`src/rtl/zcount_pkg.sv`:
```
package zcount_pkg;

  typedef enum logic [1:0] {
    ZC_TRAIL_FULL = 2'b00,
    ZC_LEAD_FULL  = 2'b01,
    ZC_TRAIL_HALF = 2'b10,
    ZC_LEAD_HALF  = 2'b11
  } zc_mode_e;

  function automatic zc_mode_e zc_mode(input logic half, input logic leading);
    return zc_mode_e'({half, leading});
  endfunction

endpackage

```
`src/rtl/zc_isolate_stage.sv`:
```
module zc_isolate_stage
  import zcount_pkg::*;
#(
  parameter int DATA_W = 64
) (
  input  logic              clk,
  input  logic              rst,
  input  logic              in_valid,
  input  logic [DATA_W-1:0] in_operand,
  input  logic              in_leading,
  input  logic              in_half,
  output logic              s1_valid,
  output logic [DATA_W-1:0] s1_onehot,
  output logic              s1_half
);

  localparam int HALF_W = DATA_W / 2;

  logic [DATA_W-1:0] rev_full;
  logic [HALF_W-1:0] rev_low;
  logic [DATA_W-1:0] prepped;
  logic [DATA_W-1:0] lowest;

  generate
    for (genvar i = 0; i < DATA_W; i++) begin : g_rev_full
      assign rev_full[i] = in_operand[DATA_W-1-i];
    end
    for (genvar j = 0; j < HALF_W; j++) begin : g_rev_low
      assign rev_low[j] = in_operand[HALF_W-1-j];
    end
  endgenerate

  always_comb begin
    unique case (zc_mode(in_half, in_leading))
      ZC_TRAIL_FULL: prepped = in_operand;
      ZC_LEAD_FULL:  prepped = rev_full;
      ZC_TRAIL_HALF: prepped = {{HALF_W{1'b0}}, in_operand[HALF_W-1:0]};
      ZC_LEAD_HALF:  prepped = {{HALF_W{1'b0}}, rev_low};
      default:       prepped = in_operand;
    endcase
  end

  assign lowest = prepped & (~prepped + {{(DATA_W-1){1'b0}}, 1'b1});

  always_ff @(posedge clk) begin
    if (rst) begin
      s1_valid  <= 1'b0;
      s1_onehot <= '0;
      s1_half   <= 1'b0;
    end else begin
      s1_valid  <= in_valid;
      s1_onehot <= lowest;
      s1_half   <= in_half;
    end
  end

  assert_onehot_isolate_R1: assert property (@(posedge clk) disable iff (rst)
    $onehot0(s1_onehot));

  assert_half_mask_R4: assert property (@(posedge clk) disable iff (rst)
    s1_half |-> (s1_onehot[DATA_W-1:HALF_W] == '0));

  assert_stage1_advance_R7: assert property (@(posedge clk) disable iff (rst)
    !$past(rst) |-> (s1_valid == $past(in_valid)));

endmodule

```
`src/rtl/zc_onehot_enc.sv`:
```
module zc_onehot_enc #(
  parameter int W     = 64,
  parameter int IDX_W = $clog2(W)
) (
  input  logic [W-1:0]     onehot,
  output logic [IDX_W-1:0] index
);

  generate
    for (genvar b = 0; b < IDX_W; b++) begin : g_bit
      logic [W-1:0] sel;
      for (genvar i = 0; i < W; i++) begin : g_pos
        assign sel[i] = ((i >> b) & 1) != 0;
      end
      assign index[b] = |(onehot & sel);
    end
  endgenerate

endmodule

```
`src/rtl/zero_count_unit.sv`:
```
module zero_count_unit #(
  parameter int DATA_W = 64
) (
  input  logic              clk,
  input  logic              rst,
  input  logic              in_valid,
  input  logic [DATA_W-1:0] in_operand,
  input  logic              in_leading,
  input  logic              in_half,
  output logic              out_valid,
  output logic [DATA_W-1:0] out_count
);

  localparam int IDX_W  = $clog2(DATA_W);
  localparam int CNT_W  = IDX_W + 1;
  localparam int HALF_W = DATA_W / 2;

  logic              s1_valid;
  logic [DATA_W-1:0] s1_onehot;
  logic              s1_half;
  logic [IDX_W-1:0]  enc_index;
  logic              s1_zero;
  logic [CNT_W-1:0]  count_next;

  zc_isolate_stage #(.DATA_W(DATA_W)) u_stage1 (
    .clk        (clk),
    .rst        (rst),
    .in_valid   (in_valid),
    .in_operand (in_operand),
    .in_leading (in_leading),
    .in_half    (in_half),
    .s1_valid   (s1_valid),
    .s1_onehot  (s1_onehot),
    .s1_half    (s1_half)
  );

  zc_onehot_enc #(.W(DATA_W), .IDX_W(IDX_W)) u_enc (
    .onehot (s1_onehot),
    .index  (enc_index)
  );

  assign s1_zero = ~|s1_onehot;

  always_comb begin
    if (s1_zero)
      count_next = s1_half ? CNT_W'(HALF_W) : CNT_W'(DATA_W);
    else
      count_next = {1'b0, enc_index};
  end

  always_ff @(posedge clk) begin
    if (rst) begin
      out_valid <= 1'b0;
      out_count <= '0;
    end else begin
      out_valid <= s1_valid;
      out_count <= {{(DATA_W-CNT_W){1'b0}}, count_next};
    end
  end

  assert_stage2_advance_R7: assert property (@(posedge clk) disable iff (rst)
    !$past(rst) |-> (out_valid == $past(s1_valid)));

  assert_zero_extend_R9: assert property (@(posedge clk) disable iff (rst)
    out_count[DATA_W-1:CNT_W] == '0);

  assert_full_bound_R3: assert property (@(posedge clk) disable iff (rst)
    out_valid |-> (out_count <= DATA_W));

  assert_half_bound_R6: assert property (@(posedge clk) disable iff (rst)
    (!$past(rst) && $past(s1_valid) && $past(s1_half)) |-> (out_count <= HALF_W));

endmodule

```
`config.mk`:
```
export PLATFORM = sky130hd
export DESIGN_NAME = zero_count_unit
export DESIGN_NICKNAME = d
export VERILOG_FILES = /design/src/rtl/zcount_pkg.sv /design/src/rtl/zc_isolate_stage.sv /design/src/rtl/zc_onehot_enc.sv /design/src/rtl/zero_count_unit.sv
export SDC_FILE = /design/constraint.sdc
export NUM_CORES = 1
export LEC_CHECK = 0
export BUFFER_PORTS_ARGS = -buffer_cell sky130_fd_sc_hd__buf_2
export CORE_MARGIN = 1
export CORE_UTILIZATION = 53
export DETAILED_ROUTE_END_ITERATION = 12
export PLACE_DENSITY = 0.81
export REMOVE_ABC_BUFFERS = 1
export SLEW_MARGIN = 30
export SYNTH_ARGS = -nofsm -noshare
export SYNTH_HDL_FRONTEND = slang
export SYNTH_SLANG_ARGS = --single-unit
```
`constraint.sdc`:
```
create_clock -name clk -period 3.1 [get_ports clk]
set_input_delay 0.62 -clock clk [delete_from_list [all_inputs] [get_ports clk]]
set_output_delay 0.62 -clock clk [all_outputs]
set_load 0.02 [all_outputs]
```
# Yosys cells after proc, flatten, opt, wreduce, memory -nomap -nowiden
# Cells that the tools add are included.
[totals]
regBits = 131
input_bits = 69
output_inout_bits = 65
wordCells = 25
[classes]
add_sub_neg = 1
eq_ne = 3
muxes = 3
bitwise_logic = 2
n_reduce_logical = 9
[ops]
columns = ["cell", "n"]
rows = [
  ["64-bit one-hot mux with 4 select lines", 1],
  ["32-bit OR reduction", 6],
  ["65-bit OR reduction", 1],
  ["64-bit by 1-bit adder with 64-bit output, second input constant", 1],
  ["64-bit bitwise AND", 1],
  ["64-bit inverter", 1],
  ["64-bit OR reduction", 1],
  ["7-bit two-way mux", 1],
  ["6-bit two-way mux", 1],
  ["2-bit == test, second input constant", 2],
  ["2-bit by 1-bit == test with 1-bit output, second input constant", 1],
  ["2-bit zero test", 1],
]

# Depth between registers and ports, before layout
# Gate-level depths: netlist (run 1).
[depth]
word_depth = 5
mapped_depth = 12
depth_no_buf = 6

# Hierarchy
# A second synthesis (run 1) with hierarchy kept.
[hier_totals]
hier_cells = 574
hier_area_um2 = 5136.2
[by_module_without_submodules]
columns = ["module", "instances", "cells_per_inst", "area_each_um2", "seq_area_each_um2"]
rows = [
  ["zc_isolate_stage", 1, 432, 4008.8, 1321.3],
  ["zero_count_unit", 1, 98, 827.0, 160.2],
  ["zc_onehot_enc", 1, 44, 300.3, 0.0],
]

# Worst setup path after synthesis (run 1)
# No wires, ideal clock.
[synth_timing]
path_type = "input port to flip-flop"
from = "in in_leading"
to = "reg u_stage1.s1_onehot[28]"
setup_ps = 88
arrival_ps = 2615
required_ps = 3012
path_slack_ps = 397
cell_stages = 9
n_path_buf = 4
path_cell_list = "buf_4 -> buf_6 -> buf_4 -> buf_4 -> mux2i_1 -> nand4_1 -> nor4_4 -> nand3_2 -> nor4b_2"
[synth_via]
elab_chain_len = 5
elab_cells_between_ends = 8
cone_classes = "add/sub: 1; eq/ne: 3; mux: 1; bitwise: 2; reduce/logical: 1"
[synth_rtl]
columns = ["item", "line", "rtl"]
rows = [
  ["from (decl)", "zero_count_unit.sv:8", "input logic in_leading,"],
  ["2-bit == test, or another cell as far along", "zc_isolate_stage.sv:34", "unique case (zc_mode(in_half, in_leading))"],
  ["64-bit one-hot mux with 4 select lines (*)", "zc_isolate_stage.sv:34", ""],
  ["64-bit inverter", "zc_isolate_stage.sv:43", "assign lowest = prepped & (~prepped + {{(DATA_W-1){1'b0}}, 1'b1});"],
  ["64-bit by 1-bit adder with 64-bit output", "zc_isolate_stage.sv:43", ""],
  ["64-bit bitwise AND (*)", "zc_isolate_stage.sv:43", ""],
  ["to (signal assigned)", "zc_isolate_stage.sv:52", "s1_onehot <= lowest;"],
  ["to (decl)", "zc_isolate_stage.sv:13", "output logic [DATA_W-1:0] s1_onehot,"],
]
# Mark *: on every way between the ends. The rest lies on a longest branch, timed or not.
# A chain may end at the register's enable or synchronous reset.

# Worst setup path after layout (run 1)
[layout_timing]
from = "in in_half"
to = "reg u_stage1.s1_onehot[50]"
[layout_via]
elab_chain_len = 5
elab_cells_between_ends = 8
cone_classes = "add/sub: 1; eq/ne: 3; mux: 1; bitwise: 2; reduce/logical: 1"
[layout_rtl]
columns = ["item", "line", "rtl"]
rows = [
  ["from (decl)", "zero_count_unit.sv:9", "input logic in_half,"],
  ["2-bit == test, or another cell as far along", "zc_isolate_stage.sv:34", ""],
  ["64-bit one-hot mux with 4 select lines (*)", "zc_isolate_stage.sv:34", ""],
  ["64-bit inverter", "zc_isolate_stage.sv:43", ""],
  ["64-bit by 1-bit adder with 64-bit output", "zc_isolate_stage.sv:43", ""],
  ["64-bit bitwise AND (*)", "zc_isolate_stage.sv:43", ""],
]
# Marks and branches as above.

==> impl_metrics.yaml, run 1 <==
cells_and_area:
  final_cell_mix: "buf_2, dfxtp_1, buf_4, conb_1, nor2_1"
  fillers: 762
  final_area_um2: 5737
  drive_gt1_share_pct: 29.24
  syn_to_final_growth_pct: 16.76
  final_util_pct: 64.83
  diodes: 0
  final_nets: 766
cts:
  cts_hold_buf: 0
  clkTransAtPathRegs_ps: 70
  cts_tree: "done"
  numCtsBuffers: 9
  cts_root_buf: "clkbuf_8"
  numClockSinks: 74
  clock_path_buffers: 2
  clk_latency_ps: 340
  cts-htree-levels: 3
die:
  initial_utilization_pct: 55.53
  fp.coreArea_um2: 8848
  ioPinCount: 134
  dieArea_um2: 9660
  num_rows: 34
  die_h_um: 98.29
  fp.dieW_um: 98.29
critical_path:
  timing.rr.start: "u_stage1.s1_onehot[28]"
  end_kind: "register"
  worstPathArrival_ps: 3140
  worst_setup_path_start_kind: "primary input"
  startpoint: "in_half"
  path_class: "primary input to register"
  reg2reg_slack_ps: 740
  cp_max_fo: 30
  crit_required_ps: 3310
sta:
  fin_crit_ps: 2929
  worst_slack_ps: 171.2
  rsz0062_at_grt: "false"
  tns_ps: 0
  finalHoldViolations: 0
  setup_violations: 0
  fin_crit_sh_pct: 94.48
  skew_ps: 7.933
  slew_headroom_pct: 48.10
  worst-slew-pin-transition_ps: 771.4
  fmax_mhz: 341.4
  drv_slew: 0
synthesis:
  ys_seq_area_share_pct: 30.15
  synthTopCellsByArea: "dfxtp_1, buf_4, mux2i_1"
  synth_flop_cell: "dfxtp_1"
  syn_inst: 575
  syn_area_per_cell_um2: 8.545
  ys_types: 55
  synthArstFlopShare_pct: 0
  synth_top_area_share_pct: 30.15
  yosys_warnings: 0
  synth_edf_count: 0
  synth-seq-cells: 74
  synth_largest_area_cell: "dfxtp_1"
  syn_area_um2: 4913
pwr:
  p_leak_nw: 2.536
  peakVddDrop_mv: 0.2588
  p_per_area_nw_per_um2: 376.4
  power_mw: 2.159
placement:
  gp_congestion: 0.9370
  pre_cts_ws_ps: -229.3
  place_area_um2: 5565
  dp.final_hpwl_mm: 11.87
  port_buffers: 76
status:
  status: "completed"
routing:
  route.vias.total: 4846
  wl_per_cell_um: 18.10
  viasPerCell: 5.990
  drt_iter0_drc: 482
  drt_wl_total_mm: 14.64
  ant_nets: 0
  drc: 0
  dr.pass1.iters: 9
min_path:
  holdCritPathClass: "register to register"
  hp-start: "u_stage1.s1_half"
run:
  cap_violations: 0
global_routing:
  grt_pass1_vias: 4558
  grt-ovfl-total: 0
  track_usage_pct: 30.75
  grt_max_degree: 31
  antenna_found_initial: 0
  grt_pass1_wl_mm: 23.12
==> critical path, cell delays in order <==
cell and delay, ps:
clkbuf_4 360, buf_4 290, mux2_2 350, mux2i_1 280, nand3_1 220, nor3_2 300
nand3_2 140, buf_12 170, nor4_1 400
==> metal layers <==
layer	global-route usage, %	up-vias	part of all wire (%)
met1	38.10	2246	40
met2	51.95	296	48
met4	15.38	0	4.0
met3	4.796	52	8.2
li1	-	2252	-
met5	0	-	0
==> flip-flops by register name, summed over array words and instances (netlist names) <==
signal,flops
u_stage1.s1_onehot,64
out_count,7
out_valid,1
u_stage1.s1_half,1
u_stage1.s1_valid,1
==> synthesized netlist by cell type, types with 2 or more instances <==
cell	instances
a211oi_1	2
a21oi_1	8
a31oi_1	2
buf_1	3
buf_2	10
buf_4	61
buf_6	5
clkbuf_1	7
dfxtp_1	74
inv_1	15
mux2_1	8
mux2_2	20
mux2_4	3
mux2i_1	45
nand2_1	36
nand2b_1	6
nand3_1	25
nand3_2	4
nand4_1	9
nor2_1	55
nor2b_1	7
nor3_1	34
nor3_2	4
nor3b_1	5
nor4_1	51
nor4_2	2
nor4_4	2
nor4b_1	2
nor4b_2	4
o2111ai_1	2
o21ai_0	5
o22a_1	2
o22ai_1	5
o31a_1	4
o32a_1	5
o32ai_1	6
or2_1	3
or2_2	5
or3_1	2
or4_1	12
==> final timing paths <==
check | to | cells after the start
worst max-delay path | u_stage1.s1_onehot[50] | 9
worst min-delay path | out_count[6] | 1
worst max register to register | out_count[5] | 5
worst min register to register | out_count[6] | 1
==> power by group <==
part,switching (mW),internal [mW]
Combinational,0.335,0.221
Clock,0.339,0.304
Sequential,0.00252,0.957
==> metrics by stage <==
| step | hold slack (ps) | instances |
|---|---|---|
| 2_1_floorplan | 397.9 | 545 |
| 3_3_place_gp | 412.3 | 794 |
| 3_5_place_dp | 434.5 | 794 |
| 4_1_cts | 448.4 | 809 |
| 5_1_grt | 469.0 | 809 |
| 6_report | 436.6 | 809 |
==> what timing repair did <==
item | CTS | global route
setup endpoints to repair | 0 | 6
gates resized for setup | 0 | 1
buffers inserted | 0 | 0
==> final cells by class <==
class	instances	area, µm²	area share (%)
Multi-Input combinational cell	456	2984	52.02
Timing Repair Buffer	141	910.9	15.88
Clock buffer	10	137.6	2.399
Tap cell	108	135.1	2.356
Inverter	15	56.30	0.9815
Sequential cell	74	1481	25.82
Clock inverter	5	31.28	0.5453
==> cells by family (layout without fill, tap and decap cells) <==
logic type	after synthesis	count (layout)	share of synthesized area (%)
compound gates	47	47	7.079
buf+inv	101	171	13.39
flops	74	74	30.15
mux	78	78	17.24
other cells	1	57	0.07632
simple gates	274	274	32.06
(Power assumes the default switching activity.)
==> inputs of run 2 (changes only) <==
RECOVER_POWER = 100   (was default)
==> run 2 against run 1 <==
  * Register-to-register slack barely moved
  * Hold slack improved by 2.2 ps
  * First-iteration DRC count fell by 0.21%
  * Sequential cell count did not move
  * Clock skew fell by 1.4 ps
  * Non-clock buffer count did not move
  * Global-route usage did not move
  * Cell count did not move
  * Critical endpoint is now u_stage1.s1_onehot[51]
==> impl_metrics.yaml, run 2 (same netlist as run 1, synthesis figures left out) <==
cts:
  cts_hold_buf: 0
  clk_latency_ps: 340
  cts-htree-levels: 3
  cts_root_buf: "clkbuf_8"
  clkTransAtPathRegs_ps: 70
  clock_path_buffers: 2
  cts_tree: "done"
  numClockSinks: 74
  numCtsBuffers: 9
sta:
  fin_crit_ps: 2905
  worst_hold_slack_ps: 438.7
  finalHoldViolations: 0
  slew_headroom_pct: 48.72
  tns_ps: 0
  worst-slew-pin-transition_ps: 764.6
  fin_crit_sh_pct: 93.71
  rsz0062_at_grt: "false"
  drv_slew: 0
  skew_ps: 6.561
  fmax_mhz: 344.2
  setup_violations: 0
die:
  initial_utilization_pct: 55.53
  dieArea_um2: 9660
  ioPinCount: 134
  num_rows: 34
  die_h_um: 98.29
  fp.dieW_um: 98.29
  fp.coreArea_um2: 8848
routing:
  wl_per_cell_um: 18.00
  dr.pass1.iters: 8
  viasPerCell: 5.913
  route.vias.total: 4784
  drt_wl_total_mm: 14.56
  drc: 0
  ant_nets: 0
  drt_iter0_drc: 481
cells_and_area:
  largest_reg_flops: 64
  syn_to_final_growth_pct: 15.23
  reg_top3: "u_stage1.s1_onehot x64, out_count x7"
  final_nets: 766
  diodes: 0
  final_area_um2: 5662
  regMostFlops: "u_stage1.s1_onehot"
  final_cell_mix: "dfxtp_1, buf_2, buf_4, conb_1, nor2_1"
  drive_gt1_share_pct: 25.96
  final_common_cell: "dfxtp_1"
  final_cell_count_no_fill: 809
critical_path:
  cp_max_fo: 30
  worst_setup_path_start_kind: "primary input"
  crit_required_ps: 3310
  end_kind: "register"
  path_class: "primary input to register"
  worstPathArrival_ps: 3120
pwr:
  p_per_area_nw_per_um2: 380.0
  p_leak_nw: 2.475
  power_mw: 2.152
  peakVddDrop_mv: 0.2574
global_routing:
  grt-ovfl-total: 0
  grt_pass1_wl_mm: 23.12
  track_usage_pct: 30.75
  antenna_found_initial: 0
  grt_max_degree: 31
  grt_pass1_vias: 4558
run:
  cap_violations: 0
placement:
  post-place-cells: 794
  gp_congestion: 0.9370
  dp.final_hpwl_mm: 11.87
  place_area_um2: 5565
  port_buffers: 76
status:
  status: "completed"
min_path:
  holdCritPathClass: "register to register"
run 2: layer usage:
| layer | up-vias | wire [µm] | share of wire, % | GRT usage [%] |
|---|---|---|---|---|
| li1 | 2248 | - | - | - |
| met1 | 2222 | 6018 | 41 | 38.10 |
| met2 | 274 | 6966 | 48 | 51.95 |
| met3 | 40 | 1047 | 7.2 | 4.796 |
| met4 | 0 | 531 | 3.6 | 15.38 |
| met5 | - | 0 | 0 | 0 |
run 2: power breakdown:
group	switching (mW)	leakage, nW	total [mW]	internal (mW)
Clock	0.336	0.0879	0.640	0.304
Combinational	0.333	1.79	0.551	0.218
Sequential	0.00262	0.597	0.960	0.957
run 2: final cells by class:
type / count / area, µm²
Multi-Input combinational cell: 456 / 2939
Clock buffer: 10 / 137.6
Fill cell: 786 / 3187
Tap cell: 108 / 135.1
Timing Repair Buffer: 141 / 880.8
Sequential cell: 74 / 1481
Clock inverter: 5 / 31.28
Inverter: 15 / 56.30
run 2: worst max-delay path, cell delays in order:
cell and delay [ps]:
clkbuf_4 360, mux2_1 360, mux2i_1 250, buf_4 190
nand4_1 170, nor4_1 220, clkbuf_1 230, nand3_1 160
buf_12 180, nor4_1 370
run 2: what timing repair did:
action / 4_1_cts / 5_1_grt
resized for setup: 0 / 1
setup buffers: 0 / 0
endpoints found under the setup margin: 0 / 6
endpoints found under the hold margin: 0 / 0
run 2: per-stage QoR:
step	util [%]	setup WS, ps
2_1_floorplan	-	582.2
3_3_place_gp	62.90	-91.36
3_5_place_dp	62.90	-229.3
4_1_cts	64.80	117.5
5_1_grt	63.98	94.68
6_report	63.98	194.9
run 2: path summary, 6_finish.rpt:
| kind | from | endpoint | slack, ps | depth (start not counted) |
|---|---|---|---|---|
| hold reg to reg | u_stage1.s1_half | out_count[6] | 440 | 1 |
| setup / recovery | in_half | u_stage1.s1_onehot[51] | 190 | 10 |
| setup reg to reg | u_stage1.s1_onehot[28] | out_count[5] | 740 | 5 |
| hold / removal | u_stage1.s1_half | out_count[6] | 440 | 1 |
==> inputs of run 3 (changes only) <==
--- a/config.mk
+++ b/config.mk
@@ -7,3 +7,3 @@
 export LEC_CHECK = 0
-export BUFFER_PORTS_ARGS = -buffer_cell sky130_fd_sc_hd__buf_2
+export BUFFER_PORTS_ARGS = -buffer_cell sky130_fd_sc_hd__clkbuf_2
 export CORE_MARGIN = 1
==> constraint.sdc (replaced) <==
create_clock -name clk -period 3.1 [get_ports clk]
set_input_delay 0.155 -clock clk [delete_from_list [all_inputs] [get_ports clk]]
set_output_delay 0.155 -clock clk [all_outputs]
set_load 0.02 [all_outputs]
==> run 3 against run 2 <==
  * Cell count shrank 4.8%
  * First-iteration DRC count shrank 0.21%
  * Clock skew shrank 3.3 ps
  * Setup slack gained 230 ps
  * Hold slack lost 410 ps
  * Maximum frequency grew 8.5%
  * Utilization shrank 3.1 points
  * Critical path depth shrank 3
  * Critical path type unchanged
==> impl_metrics.yaml, run 3 (same netlist as run 1, synthesis figures left out) <==
status:
  status: "completed"
cells_and_area:
  final_cell_mix: "dfxtp_1, clkbuf_2, conb_1, nor2_1, nor4_1"
  final_nets: 726
  reg_top3: "u_stage1.s1_onehot x64, out_count x7"
  syn_to_final_growth_pct: 9.677
  fillers: 785
  diodes: 0
  drive_gt1_share_pct: 21.90
  regMostFlops: "u_stage1.s1_onehot"
  largest_reg_flops: 64
  final_cell_count_no_fill: 770
  final_common_cell: "dfxtp_1"
pwr:
  p_leak_nw: 2.292
  peakVddDrop_mv: 0.2498
  p_int_mw: 1.611
  p_sw_share_pct: 28.98
  p_clk_share_pct: 36.0
  pwr-share-comb_pct: 21.7
  seqPwrFrac_pct: 42.3
  switching_power_mw: 0.6576
  power_mw: 2.269
  p_per_area_nw_per_um2: 421.0
min_path:
  holdCritPathClass: "primary input to register"
  min_path_cells: 2
sta:
  drv_slew: 0
  fin_crit_ps: 2677
  tns_ps: 0
  worst-slew-pin-transition_ps: 666.0
  slew_headroom_pct: 55.33
  worst_slack_ps: 423.5
  worst_hold_slack_ps: 24.26
  setup_violations: 0
  rsz0062_at_grt: "false"
  fmax_mhz: 373.6
  skew_ps: 3.221
  finalHoldViolations: 0
  fin_crit_sh_pct: 86.34
critical_path:
  worstPathArrival_ps: 2920
  reg2reg_slack_ps: 720
  cp_max_fo: 50
  path_class: "primary input to register"
  crit_required_ps: 3340
  worst_setup_path_start_kind: "primary input"
  r2r_cells: 5
  end_kind: "register"
global_routing:
  grt-ovfl-total: 0
  grt_pass1_vias: 4216
  track_usage_pct: 29.04
  grt_max_degree: 51
  grt_pass1_wl_mm: 22.00
  antenna_found_initial: 0
routing:
  ant_nets: 0
  drc: 0
  route.vias.total: 4641
  drt_wl_total_mm: 13.97
  wl_per_cell_um: 18.15
  drt_iter0_drc: 480
  viasPerCell: 6.027
  dr.pass1.iters: 7
cts:
  clk_latency_ps: 340
  clkTransAtPathRegs_ps: 70
  numClockSinks: 74
  ctsResizeCount: 0
  cts-htree-levels: 3
  numCtsBuffers: 9
  clock_path_buffers: 2
  cts_hold_buf: 0
  postCtsSetupRepairBufs: 0
  cts_root_buf: "clkbuf_8"
  cts_tree: "done"
die:
  num_rows: 34
  die_h_um: 98.29
  initial_utilization_pct: 55.53
  ioPinCount: 134
  fp.dieW_um: 98.29
  dieArea_um2: 9660
  fp.coreArea_um2: 8848
run:
  cap_violations: 0
placement:
  gp_congestion: 0.9480
  pre_cts_ws_ps: 323.3
  port_buffers: 76
  post-place-cells: 754
  dp.final_hpwl_mm: 11.27
## run 3: cell count changes in the layout (fill, tap and decap cells not counted), sizes merged
| cell | delta |
|---|---|
| clkinv | -3 |
| clkinvlp | -1 |
| inv | +1 |
| clkbuf | +65 |
| bufinv | +2 |
| buf | -103 |
## run 3: final timing paths
kind                                 end                   start
hold reg to reg             out_count[6]        u_stage1.s1_half
hold / removal         u_stage1.s1_valid                in_valid
setup reg to reg            out_count[5]  u_stage1.s1_onehot[29]
setup / recovery  u_stage1.s1_onehot[45]              in_leading
## run 3: per-layer routing
layer	GRT usage [%]	vias up	part of all wire (%)
met3	4.080	39	8.3
met2	47.51	284	47
met1	38.71	2148	42
met5	0	-	0
li1	-	2170	-
met4	11.48	0	3.1
## run 3: through the flow
stage / util (%) / area [µm²]
final: 60.90 / 5389
after detailed placement: 59.22 / 5240
after CTS: 61.69 / 5459
after floorplan: - / 4522
after global placement: 59.22 / 5240
after global routing: 60.90 / 5389
## run 3: worst max-delay path: stages
cell and delay [ps]:
buf_4 500, buf_4 290, mux2i_1 250, nand3_1 280, or4_1 720, nand4b_1 370, nor4b_1 320
## run 3: area by class of cell
cell class / count / area (µm²) / share of cell area [%]
clock inverters: 4 / 73.82 / 1.370
well taps: 108 / 135.1 / 2.508
clock buffers: 12 / 145.1 / 2.693
flip-flops and latches: 74 / 1481 / 27.49
inverters: 15 / 56.30 / 1.045
multi-input cells: 456 / 2937 / 54.49
repair buffers: 101 / 560.5 / 10.40
## run 3: power groups by stage
| stage | Sequential, mW | Clock (mW) | Combinational (mW) |
|---|---|---|---|
| global route | 0.960 | 0.853 | 0.527 |
| detailed placement | 0.982 | 0 | 0.482 |
| finish | 0.960 | 0.818 | 0.491 |
| global placement | 0.982 | 0 | 0.474 |
| CTS | 0.960 | 0.818 | 0.485 |
| floorplan | 0.985 | 0 | 0.276 |
